[src/rtl/mgpio_pkg.sv]
package mgpio_pkg;
  localparam int ADDR_W = 3;
  localparam int DATA_W = 32;
  localparam logic [ADDR_W-1:0] A_DIR  = 3'd0;
  localparam logic [ADDR_W-1:0] A_OUT  = 3'd1;
  localparam logic [ADDR_W-1:0] A_PIN  = 3'd2;
  localparam logic [ADDR_W-1:0] A_IEN  = 3'd3;
  localparam logic [ADDR_W-1:0] A_CTRL = 3'd4;
  localparam int CTRL_RUN = 0;
  localparam int CTRL_RST = 1;
endpackage

[src/rtl/mgpio_regs.sv]
module mgpio_regs
  import mgpio_pkg::*;
#(
  parameter int NUM_PINS = 16,
  parameter int IRQ_PINS = 8
) (
  input  logic                clk_i,
  input  logic                rst_ni,
  input  logic                we_i,
  input  logic [ADDR_W-1:0]   addr_i,
  input  logic [DATA_W-1:0]   wdata_i,
  output logic [NUM_PINS-1:0] dir_o,
  output logic [NUM_PINS-1:0] out_o,
  output logic [IRQ_PINS-1:0] ien_o,
  output logic [1:0]          ctrl_o,
  output logic                run_o,
  output logic                soft_rst_o
);
  localparam int MASK_LO = DATA_W / 2;

  logic [1:0] ctrl_q;
  logic       active;
  logic [NUM_PINS-1:0] wmask, wval;

  assign wmask      = wdata_i[MASK_LO +: NUM_PINS];
  assign wval       = wdata_i[NUM_PINS-1:0];
  assign soft_rst_o = ctrl_q[CTRL_RST];
  assign run_o      = ctrl_q[CTRL_RUN] & ~ctrl_q[CTRL_RST];
  assign active     = run_o;
  assign ctrl_o     = ctrl_q;

  // control is writable in every state
  always_ff @(posedge clk_i or negedge rst_ni) begin
    if (!rst_ni)                          ctrl_q <= '0;
    else if (we_i && addr_i == A_CTRL)    ctrl_q <= wdata_i[1:0];
  end

  always_ff @(posedge clk_i or negedge rst_ni) begin
    if (!rst_ni) begin
      dir_o <= '0;
      ien_o <= '0;
    end else if (soft_rst_o) begin
      dir_o <= '0;
      ien_o <= '0;
    end else if (active && we_i) begin
      if (addr_i == A_DIR) dir_o <= wval;
      if (addr_i == A_IEN) ien_o <= wval[IRQ_PINS-1:0];
    end
  end

  for (genvar n = 0; n < NUM_PINS; n++) begin : g_out
    always_ff @(posedge clk_i or negedge rst_ni) begin
      if (!rst_ni)                                         out_o[n] <= 1'b0;
      else if (soft_rst_o)                                 out_o[n] <= 1'b0;
      else if (active && we_i && addr_i == A_OUT && wmask[n]) out_o[n] <= wval[n];
    end
  end

  AST_SOFT_RST_CLEAR: assert property (@(posedge clk_i) disable iff (!rst_ni)
    soft_rst_o |=> (dir_o == '0 && out_o == '0 && ien_o == '0));

  AST_MASK_KEEPS: assert property (@(posedge clk_i) disable iff (!rst_ni)
    (we_i && addr_i == A_OUT && active) |=>
      (((out_o ^ $past(out_o)) & ~$past(wdata_i[MASK_LO +: NUM_PINS])) == '0));

  AST_STOPPED_HOLD: assert property (@(posedge clk_i) disable iff (!rst_ni)
    (ctrl_q == 2'b00) |=> ($stable(dir_o) && $stable(out_o) && $stable(ien_o)));
endmodule

[src/rtl/mgpio_sampler.sv]
module mgpio_sampler #(
  parameter int NUM_PINS = 16
) (
  input  logic                clk_i,
  input  logic                rst_ni,
  input  logic                run_i,
  input  logic                soft_rst_i,
  input  logic [NUM_PINS-1:0] pad_i,
  output logic [NUM_PINS-1:0] pin_o
);
  always_ff @(posedge clk_i or negedge rst_ni) begin
    if (!rst_ni)         pin_o <= '0;
    else if (soft_rst_i) pin_o <= '0;
    else if (run_i)      pin_o <= pad_i;
  end

  AST_PIN_HOLD: assert property (@(posedge clk_i) disable iff (!rst_ni)
    (!run_i && !soft_rst_i) |=> $stable(pin_o));

  AST_PIN_RST: assert property (@(posedge clk_i) disable iff (!rst_ni)
    soft_rst_i |=> (pin_o == '0));
endmodule

[src/rtl/mgpio_irq.sv]
module mgpio_irq #(
  parameter int IRQ_PINS = 8
) (
  input  logic                run_i,
  input  logic [IRQ_PINS-1:0] pin_i,
  input  logic [IRQ_PINS-1:0] ien_i,
  output logic                irq_o
);
  logic [IRQ_PINS-1:0] hit;

  for (genvar k = 0; k < IRQ_PINS; k++) begin : g_and
    assign hit[k] = pin_i[k] & ien_i[k];
  end

  assign irq_o = run_i & (|hit);
endmodule

[src/rtl/mgpio_top.sv]
module mgpio_top
  import mgpio_pkg::*;
#(
  parameter int NUM_PINS = 16,
  parameter int IRQ_PINS = 8
) (
  input  logic                clk_i,
  input  logic                rst_ni,
  input  logic                we_i,
  input  logic [ADDR_W-1:0]   addr_i,
  input  logic [DATA_W-1:0]   wdata_i,
  output logic [DATA_W-1:0]   rdata_o,
  input  logic [NUM_PINS-1:0] pad_i,
  output logic [NUM_PINS-1:0] pad_o,
  output logic [NUM_PINS-1:0] pad_oe_o,
  output logic                irq_o
);
  localparam int IRQ_LO = NUM_PINS - IRQ_PINS;

  logic [NUM_PINS-1:0] dir_q, out_q, pin_q;
  logic [IRQ_PINS-1:0] ien_q;
  logic [1:0]          ctrl_q;
  logic                run, soft_rst;

  mgpio_regs #(.NUM_PINS(NUM_PINS), .IRQ_PINS(IRQ_PINS)) u_regs (
    .clk_i, .rst_ni, .we_i, .addr_i, .wdata_i,
    .dir_o(dir_q), .out_o(out_q), .ien_o(ien_q), .ctrl_o(ctrl_q),
    .run_o(run), .soft_rst_o(soft_rst)
  );

  mgpio_sampler #(.NUM_PINS(NUM_PINS)) u_samp (
    .clk_i, .rst_ni, .run_i(run), .soft_rst_i(soft_rst), .pad_i, .pin_o(pin_q)
  );

  mgpio_irq #(.IRQ_PINS(IRQ_PINS)) u_irq (
    .run_i(run), .pin_i(pin_q[NUM_PINS-1:IRQ_LO]), .ien_i(ien_q), .irq_o
  );

  for (genvar n = 0; n < NUM_PINS; n++) begin : g_pad
    assign pad_oe_o[n] = dir_q[n];
    assign pad_o[n]    = dir_q[n] & out_q[n];
  end

  always_comb begin
    rdata_o = '0;
    unique case (addr_i)
      A_DIR:   rdata_o[NUM_PINS-1:0] = dir_q;
      A_OUT:   rdata_o[NUM_PINS-1:0] = out_q;
      A_PIN:   rdata_o[NUM_PINS-1:0] = pin_q;
      A_IEN:   rdata_o[IRQ_PINS-1:0] = ien_q;
      A_CTRL:  rdata_o[1:0]          = ctrl_q;
      default: rdata_o = '0;
    endcase
  end

  AST_IRQ_NEEDS_RUN: assert property (@(posedge clk_i) disable iff (!rst_ni)
    irq_o |-> (ctrl_q == 2'b01 && ien_q != '0));

  AST_OE_OFF_NO_DRIVE: assert property (@(posedge clk_i) disable iff (!rst_ni)
    ((pad_o & ~pad_oe_o) == '0));
endmodule

[config.mk]
export PLATFORM = sky130hd
export DESIGN_NAME = mgpio_top
export DESIGN_NICKNAME = d
export VERILOG_FILES = /design/src/rtl/mgpio_pkg.sv /design/src/rtl/mgpio_regs.sv /design/src/rtl/mgpio_sampler.sv /design/src/rtl/mgpio_irq.sv /design/src/rtl/mgpio_top.sv
export SDC_FILE = /design/constraint.sdc
export NUM_CORES = 1
export LEC_CHECK = 0
export BUFFER_PORTS_ARGS = -buffer_cell sky130_fd_sc_hd__buf_2
export CORE_UTILIZATION = 51
export DETAILED_ROUTE_END_ITERATION = 10
export HOLD_SLACK_MARGIN = 0.05
export PLACE_DENSITY = 0.79
export SLEW_MARGIN = 25
export SYNTH_ARGS = -nofsm -noshare
export SYNTH_HDL_FRONTEND = slang
export SYNTH_SLANG_ARGS = --single-unit
[constraint.sdc]
create_clock -name clk_i -period 1.6 [get_ports clk_i]
set_clock_uncertainty 0.05 [all_clocks]
set_input_delay 0.24 -clock clk_i [delete_from_list [all_inputs] [get_ports clk_i]]
set_output_delay 0.24 -clock clk_i [all_outputs]
set_load 0.01 [all_outputs]
Word-level counts from Yosys, hierarchy flattened --
Cells that the tools add are included.
Storage, ports and cells: register bits 58, input bits 54, output and inout port bits 65, logic and storage cells 137
Operators by class: equality and inequality tests 4, mux-type cells 43, bitwise gates (word level) 27, reductions and logical operators 43
Operators by type and width (number):
- two-way mux 16 bit | 5
- nonzero test 2 bit | 20
- two-way mux 1 bit | 32
- bitwise AND 1 bit | 26
- two-way mux 8 bit | 3
- one-hot mux 6 bit (4 select lines) | 1
- one-hot mux 8 bit (3 select lines) | 1
- logical AND 1 bit | 19
- one-hot mux 2 bit (5 select lines) | 1
- OR reduction 8 bit | 1
- == test 3 x 2 -> 1 bit, second input constant | 2
- AND reduction 2 bit | 2
- == test 3 x 1 -> 1 bit, second input constant | 1
- == test 3 bit, second input constant | 1
- zero test 3 bit | 1
- NOT 1 bit | 1

Logic depth before layout (Yosys ltp) --
Gate-level depths: netlist of run 1.
depth in word-level cells 7, gate-level depth with buffers 6, depth with buffers taken out 3

By module --
From an unflattened synthesis of run 1, not the netlist that was laid out.
Unflattened totals: cell total of the unflattened synthesis 344, area total of the unflattened synthesis 3452.1 µm²
By module, submodules not included:
- mgpio_regs | instances 1, cells an instance 190, area each 1999.4 µm², sequential area each 1051.0 µm²
- mgpio_top | instances 1, cells an instance 96, area each 749.5 µm², sequential area each 0.0 µm²
- mgpio_sampler | instances 1, cells an instance 52, area each 660.6 µm², sequential area each 400.4 µm²
- mgpio_irq | instances 1, cells an instance 6, area each 42.5 µm², sequential area each 0.0 µm²

Worst setup path before layout of run 1 --
OpenSTA, ideal clock, no wires.
path kind reg2out, start register u_regs.ctrl_q[1] (netlist: u_regs.ctrl_o[1]), end output port irq_o, data arrival time 1.233 ns, required time 1.310 ns, slack 0.077 ns, cell stages (with the launch flop) 6, path buffers 3, cells stage by stage dfrtp_1 > clkbuf_1 > nor2b_1 > buf_2 > buf_2 > a21boi_1
Between the ends: cells in the longest elaborated chain, start to end 3
Ends and longest elaborated chain:
- from (decl) | line mgpio_regs.sv:21 | logic [1:0] ctrl_q;
- from (signal assigned) | line mgpio_regs.sv:35 | else if (we_i && addr_i == A_CTRL) ctrl_q <= wdata_i[1:0];
- NOT 1 bit | line mgpio_regs.sv:28 | assign run_o = ctrl_q[CTRL_RUN] & ~ctrl_q[CTRL_RST];
- bitwise AND 1 bit | line mgpio_regs.sv:28
- bitwise AND 1 bit | line mgpio_irq.sv:15 | assign irq_o = run_i & (|hit);
- to (decl) | line mgpio_top.sv:16 | output logic irq_o
Every way passes these cells.

Worst setup path in the final report of run 1 --
start register u_regs.ien_o[3], end output port rdata_o[3]
Between the ends: cells in the longest elaborated chain, start to end 1
Ends and longest elaborated chain:
- from (decl) | line mgpio_regs.sv:14 | output logic [IRQ_PINS-1:0] ien_o,
- from (signal assigned) | line mgpio_regs.sv:47 | if (addr_i == A_IEN) ien_o <= wval[IRQ_PINS-1:0];
- one-hot mux 6 bit (4 select lines) | line mgpio_top.sv:46 | unique case (addr_i)
- to (decl) | line mgpio_top.sv:12 | output logic [DATA_W-1:0] rdata_o,
Every way passes these cells.

==> results of run 1 <==
[final cells by class]
class	count	share of cell area
clock buffer	14	0.0375
clock inverter	2	0.00218
inverter	32	0.0261
multi-input combinational	244	0.380
sequential	58	0.316
tap	77	0.0209
timing repair buffer	159	0.217
[per-layer routing]
metal | part of all wire | wire length [µm] | vias up | track usage
met1 | 0.40 | 4190 | 1653 | 0.380
met5 | 0 | 0 | - | 0
met2 | 0.47 | 4920 | 200 | 0.455
met3 | 0.084 | 871 | 34 | 0.0708
li1 | - | - | 1544 | -
met4 | 0.037 | 381 | 0 | 0.176
[critical path, delay by kind of cell (launching register included)]
| kind | cells | cell delay [ps] |
|---|---|---|
| flops | 1 | 400 |
| mux | 1 | 500 |
| simple gates | 1 | 150 |
| buf+inv | 1 | 120 |
[cell families after synthesis]
kind of cell    Yosys count  synth area share
other cells               1           0.00108
mux                      36             0.126
compound gates           83             0.181
flops                    58             0.417
simple gates            109             0.156
buf+inv                  80             0.119
[path summary, 6_finish.rpt]
path                                  start               end  cells past startpoint
setup / recovery            u_regs.ien_o[3]        rdata_o[3]                      3
hold / removal                  wdata_i[13]  u_regs.dir_o[13]                      3
setup reg to reg           u_regs.ctrl_o[1]   u_regs.ien_o[5]                      5
hold reg to reg             u_samp.pin_o[1]   u_samp.pin_o[1]                      2
max in group asynchronous            rst_ni  u_regs.ctrl_o[1]                      3
min in group asynchronous            rst_ni   u_regs.out_o[1]                      3
[repair_timing]
action,CTS,global route
pin swaps,1,1
gates resized for setup,6,16
hold buffers,1,0
endpoints found under the setup margin,17,18
setup buffers,22,8
hold endpoints to repair,58,0
[state kept, by name, indices dropped and copies added, names as in the netlist]
register / count
u_regs.ctrl_o: 2
u_regs.out_o: 16
u_samp.pin_o: 16
u_regs.dir_o: 16
u_regs.ien_o: 8
[layout by cell type, fill, tap and decap left out, types with 8 or more instances in the layout]
cell	count
a211o_1	16
nor2_1	32
a311oi_1	14
buf_2	99
buf_4	53
nand3_1	24
dfrtp_1	56
conb_1	16
a21oi_1	11
mux2i_1	27
or2_1	8
a41o_1	14
clkbuf_8	12
o21ai_1	12
nand2_1	25
inv_1	31
[power by group]
part,switching (mW),total [mW],internal (mW)
clock network,0.572,1.26,0.685
logic,0.600,1.05,0.450
registers,0.0971,1.69,1.59
total,1.27,3.99,2.72
[metrics by stage]
step / util / power (mW) / instance area [µm²] / cells / hold slack [ps]
6_report: 0.712 / 3.99 / 4600 / 586 / 76.5
5_1_grt: 0.712 / 4.16 / 4600 / 586 / 92.2
4_1_cts: 0.693 / 3.94 / 4480 / 578 / 69.8
3_5_place_dp: 0.634 / 2.62 / 4100 / 539 / 216
3_3_place_gp: 0.634 / 2.59 / 4100 / 539 / 217
2_1_floorplan: - / 2.27 / 3540 / 382 / -106
==> run_results.csv, run 1 <==
group,metric,value,unit
timing,hold_viol_final,0,
global_route,track_usage,0.295,
flow_run,max_cap_viol_count,0,
outcome,violations,"design-rule violations, negative setup slack",
clocking,cts_tree,"yes",
global_route,grt_overflow,0,
clocking,cts.htree.levels,3,
worst_setup_path,start_kind,"flop",
placement,gp_congestion,0.873,
timing,timing.final.crit_share,1.13,
yosys,yosys_warnings,0,
timing,finalSetupViolCount,11,
floorplan,die_area,0.00716,mm²
yosys,synthCells,367,
clocking,worstSkewPairLatency,340,ps
drt,drt-total-wl,10.4,mm
placement,io_buffers,102,
worst_setup_path,worstPathRequired,1310,ps
drt,vias,3431,
clocking,cts_buffer_depth,2,
timing,slew_viol_final,0,
global_route,grt_pass1_vias,3308,
global_route,grt_max_degree,59,
yosys,synth.distinct_cells,38,
floorplan,coreArea,0.00646,mm²
floorplan,die_w,84.6,µm
drt,vias_per_cell,5.85,
worst_setup_path,crit_type,"reg -> out",
yosys,synth_top_area_cell,"dfrtp_1",
floorplan,io_pins,119,
timing,rsz0062_at_grt,"yes",
worst_setup_path,worstPathMaxFanout,3,
drt,postRouteAntennaNets,0,
yosys,synthArstFlopShare,1.00,
placement,dp_hpwl,6.93,mm
power,p_leak,2.42,nW
clocking,cts_sinks,58,
drt,first_iter_violations,236,
yosys,synth_ff_type,"dfrtp_1",
finish,fillers,474,
clocking,clk_pin_slew,70,ps
yosys,yosysMostFrequentCell,"dfrtp_1",
yosys,yosys-top-cells-count,"dfrtp_1, inv_1, nor2_1",
yosys,yosysTopAreaCellShare,0.417,
timing,fmax,554,MHz
yosys,synth-edff-count,0,
floorplan,start_util,0.539,
floorplan,row_count,29,
worst_setup_path,slowest_stage,"mux4_2",
floorplan,die_y,84.6,µm
drt,wl_per_cell,17.7,µm
worst_hold_path,hold_class,"in -> reg",
yosys,syn_area_per_cell,9.48,µm²
finish,final_nets,558,
finish,multi_input_area,0.00175,mm²
finish,seq_area,0.00145,mm²
drt,drcViolationCount,8,
placement,dpl_worst_slack,13.8,ps
yosys,ys_ff_latch,58,
yosys,synth.area.top_cells,"dfrtp_1, mux2i_1, a211o_1",
worst_setup_path,crit_path_max_incr_delay,500,ps
clocking,cts_inserted_buffers,9,
power,powerDensity,868,mW/mm²
power,irDropWorstVdd,647,µV
timing,finalWorstSetupSlack,-206,ps
clocking,cts_root_buffer,"clkbuf_8",
finish,antennaDiodeCount,0,
finish,syn2layout_area_growth,32.2,%
drt,dr.pass1.iters,11,
outcome,outcome,"finished, violations left",
worst_setup_path,arrival,1520,ps
yosys,syn-cell-area,0.00348,mm²
yosys,synth-seq-area-share,0.417,
finish,drive_gt1_frac,0.389,
global_route,antenna_found_initial,0,
timing,fin_setup_tns,-1100,ps
worst_setup_path,worstSetupEndpointType,"primary output",
global_route,grt_pass1_wl,16.2,mm
worst_setup_path,reg2reg_slack,150,ps
timing,finalCriticalPeriod,1810,ps
worst_setup_path,path_cells,"mux4_2 > nor2b_4 > buf_6",
No activity file was read; power rests on OpenSTA's default activity.
==> run 2, diff against run 1 <==
Settings changed: SYNTH_HIERARCHICAL set to 1.
==> run 2 against run 1 <==
Maximum frequency up 3.1%. Largest power group unchanged. The flow still finishes with violations (design-rule violations, negative setup slack). Hold slack improved by 28 ps. Sequential cell count is the same. Critical path depth rose by 1.
==> run_results.csv, run 2 <==
group,metric,value,unit
yosys,ys_ff_latch,58,
global_route,grt_pass1_vias,3001,
global_route,antenna_found_initial,0,
finish,largestRegisters,"u_regs/dir_o (16), u_regs/out_o (16), u_samp/pin_o (16)",
yosys,yosysMostFrequentCell,"dfrtp_1",
yosys,synth-seq-area-share,0.420,
yosys,yosysTopAreaCellShare,0.420,
floorplan,row_count,29,
worst_hold_path,min_to,"u_regs/out_o[8]",
placement,dp_hpwl,6.35,mm
timing,fmax,571,MHz
yosys,syn-cell-area,0.00345,mm²
drt,vias_per_cell,5.78,
power,internal_power,2.68,mW
clocking,cts_root_buffer,"clkbuf_8",
worst_setup_path,crit_path_max_incr_delay,400,ps
finish,fillers,450,
clocking,cts_inserted_buffers,9,
yosys,synth.area.top_cells,"dfrtp_1, mux2i_1, nand3_1",
worst_setup_path,r2r_cells,5,
floorplan,die_area,0.00710,mm²
global_route,grt_overflow,0,
finish,layout_commonest_cell,"buf_2",
yosys,yosys-top-cells-count,"dfrtp_1, nand3_1, a21oi_1",
power,p_leak,2.38,nW
yosys,synth_ff_type,"dfrtp_1",
worst_setup_path,worstPathMaxFanout,2,
global_route,track_usage,0.275,
power,powerDensity,802,mW/mm²
worst_setup_path,r2r-end,"u_regs/out_o[12]",
finish,antennaDiodeCount,0,
yosys,syn_area_per_cell,10.0,µm²
drt,vias,3315,
clocking,clk_pin_slew,70,ps
worst_setup_path,rr_startpoint,"u_regs/ctrl_o[1]",
floorplan,die_y,84.3,µm
yosys,synth_top_area_cell,"dfrtp_1",
global_route,grt_pass1_wl,15.1,mm
finish,syn2layout_area_growth,41.6,%
worst_hold_path,hold_path.startpoint,"wdata_i[8]",
floorplan,die_w,84.3,µm
outcome,violations,"design-rule violations, negative setup slack",
timing,hold_viol_final,0,
clocking,cts.htree.levels,3,
outcome,outcome,"finished, violations left",
drt,wirelength_met1,4.36,mm
timing,timing.final.crit_share,1.09,
floorplan,io_pins,119,
yosys,synthArstFlopShare,1.00,
worst_hold_path,hold_class,"in -> reg",
finish,drive_gt1_frac,0.503,
worst_setup_path,worstPathRequired,1310,ps
yosys,synth-edff-count,0,
worst_setup_path,worstSetupEndpointType,"primary output",
timing,finalWorstSetupSlack,-151,ps
worst_setup_path,arrival,1460,ps
flow_run,max_cap_viol_count,0,
global_route,grt_max_degree,59,
clocking,cts_buffer_depth,2,
floorplan,start_util,0.534,
drt,drcViolationCount,18,
drt,wl_per_cell,18.6,µm
drt,dr.pass1.iters,8,
drt,dr_wl_met2,5.29,mm
power,pwr-share-clk,0.308,
worst_hold_path,holdPathStages,2,
timing,finalSetupViolCount,34,
drt,dr.max_layer_used,"met4",
drt,postRouteAntennaNets,0,
power,seqPwrFrac,0.432,
timing,slew_viol_final,0,
clocking,worstSkewPairLatency,330,ps
yosys,yosys_warnings,6,
clocking,cts_tree,"yes",
power,total_power,3.92,mW
finish,fin_area,0.00489,mm²
power,p_sw_frac,0.316,
worst_setup_path,slowest_stage,"dfrtp_1",
finish,layout_common_cells,"buf_2, dfrtp_1, buf_4",
power,p_comb_frac,0.260,
drt,first_iter_violations,257,
drt,wl_met3,695,µm
yosys,synth.distinct_cells,36,
worst_setup_path,reg2reg_slack,-70,ps
finish,final_nets,547,
worst_setup_path,path_cells,"mux2_4 > a21oi_2 > o22ai_1 > buf_2",
worst_setup_path,start_kind,"flop",
clocking,cts_sinks,58,
worst_setup_path,crit_type,"reg -> out",
placement,gp_congestion,0.840,
drt,drt-total-wl,10.7,mm
yosys,synthCells,344,
power,irDropWorstVdd,485,µV
power,switchingPower,1.24,mW
placement,placed_area,0.00402,mm²
floorplan,coreArea,0.00646,mm²
timing,finalCriticalPeriod,1750,ps
placement,io_buffers,102,
timing,rsz0062_at_grt,"yes",
==> run 2: cell count changes after synthesis, moves of 15 or more <==
cell,before,now
nand3_1,24,39
inv_1,32,1
nand2_1,25,9
o21ai_0,0,21
and2_1,0,17
a211o_1,16,0
nor2_1,32,17
a21oi_1,17,34
==> run 2: how the worst max path moves through the flow <==
| stage | from | endpoint | slack (ps) | depth (start not counted) |
|---|---|---|---|---|
| 5_1_grt | u_regs/ien_o[4] | rdata_o[4] | -210 | 3 |
| 6_report | u_regs/ien_o[1] | rdata_o[1] | -150 | 4 |
| 3_5_place_dp | addr_i[0] | rdata_o[1] | -60 | 6 |
| 2_1_floorplan | u_regs/ctrl_o[1] | u_regs/out_o[15] | 140 | 4 |
| 3_3_place_gp | addr_i[0] | rdata_o[1] | 10 | 6 |
| 4_1_cts | u_regs/dir_o[7] | rdata_o[7] | -160 | 3 |
==> run 2: power groups by stage <==
| stage | clock network [mW] | registers [mW] | logic (mW) |
|---|---|---|---|
| detailed placement | 0 | 1.71 | 0.781 |
| floorplan | 0 | 1.68 | 0.550 |
| finish | 1.21 | 1.69 | 1.02 |
| CTS | 1.20 | 1.69 | 0.861 |
| global route | 1.28 | 1.70 | 1.09 |
| global placement | 0 | 1.71 | 0.766 |
==> run 2: stage by stage <==
stage          std cells  utilization  setup TNS (ps)  worst slack, ps  hold WS, ps
2_1_floorplan        359            -               0              144         -106
3_3_place_gp         514        0.622               0             10.4          218
3_5_place_dp         514        0.622           -75.6            -62.0          215
4_1_cts              554        0.686           -1180             -156         78.8
5_1_grt              574        0.757           -4120             -209          106
6_report             574        0.757           -2340             -151          104
==> run 2: logic make-up after synthesis <==
family,count (synthesis),share of synthesized area
buffers and inverters,44,0.0899
DFF,58,0.420
muxes,50,0.185
other,1,0.00109
AOI/OAI and AO/OA,67,0.103
and+or+nand+nor,124,0.200
==> run 2: critical path, delay by kind of cell, from the launching register on <==
kind | cells | cell delay, ps
flops | 1 | 400
mux | 1 | 300
buf+inv | 1 | 150
compound gates | 2 | 280
==> run 2: layout make-up <==
type                    instances  area [µm²]  area share
clock buffers                  12         155      0.0317
clock inverters                 3        15.0     0.00307
inverters                       1        3.75    0.000768
multi-input cells             257        2040       0.418
flip-flops and latches         58        1450       0.297
well taps                      77        96.3      0.0197
repair buffers                166        1120       0.230
==> run 2: repair_timing <==
item,CTS,global route
pin swaps,2,20
resized for setup,14,52
endpoints found under the setup margin,14,32
hold endpoints to repair,58,0
setup buffers,24,17
hold buffers,1,0
cloned,0,3
==> run 2: routing by layer <==
| layer | vias up | global-route usage |
|---|---|---|
| met2 | 187 | 0.433 |
| met3 | 27 | 0.0452 |
| met5 | - | 0 |
| met4 | 0 | 0.133 |
| li1 | 1469 | - |
| met1 | 1632 | 0.371 |
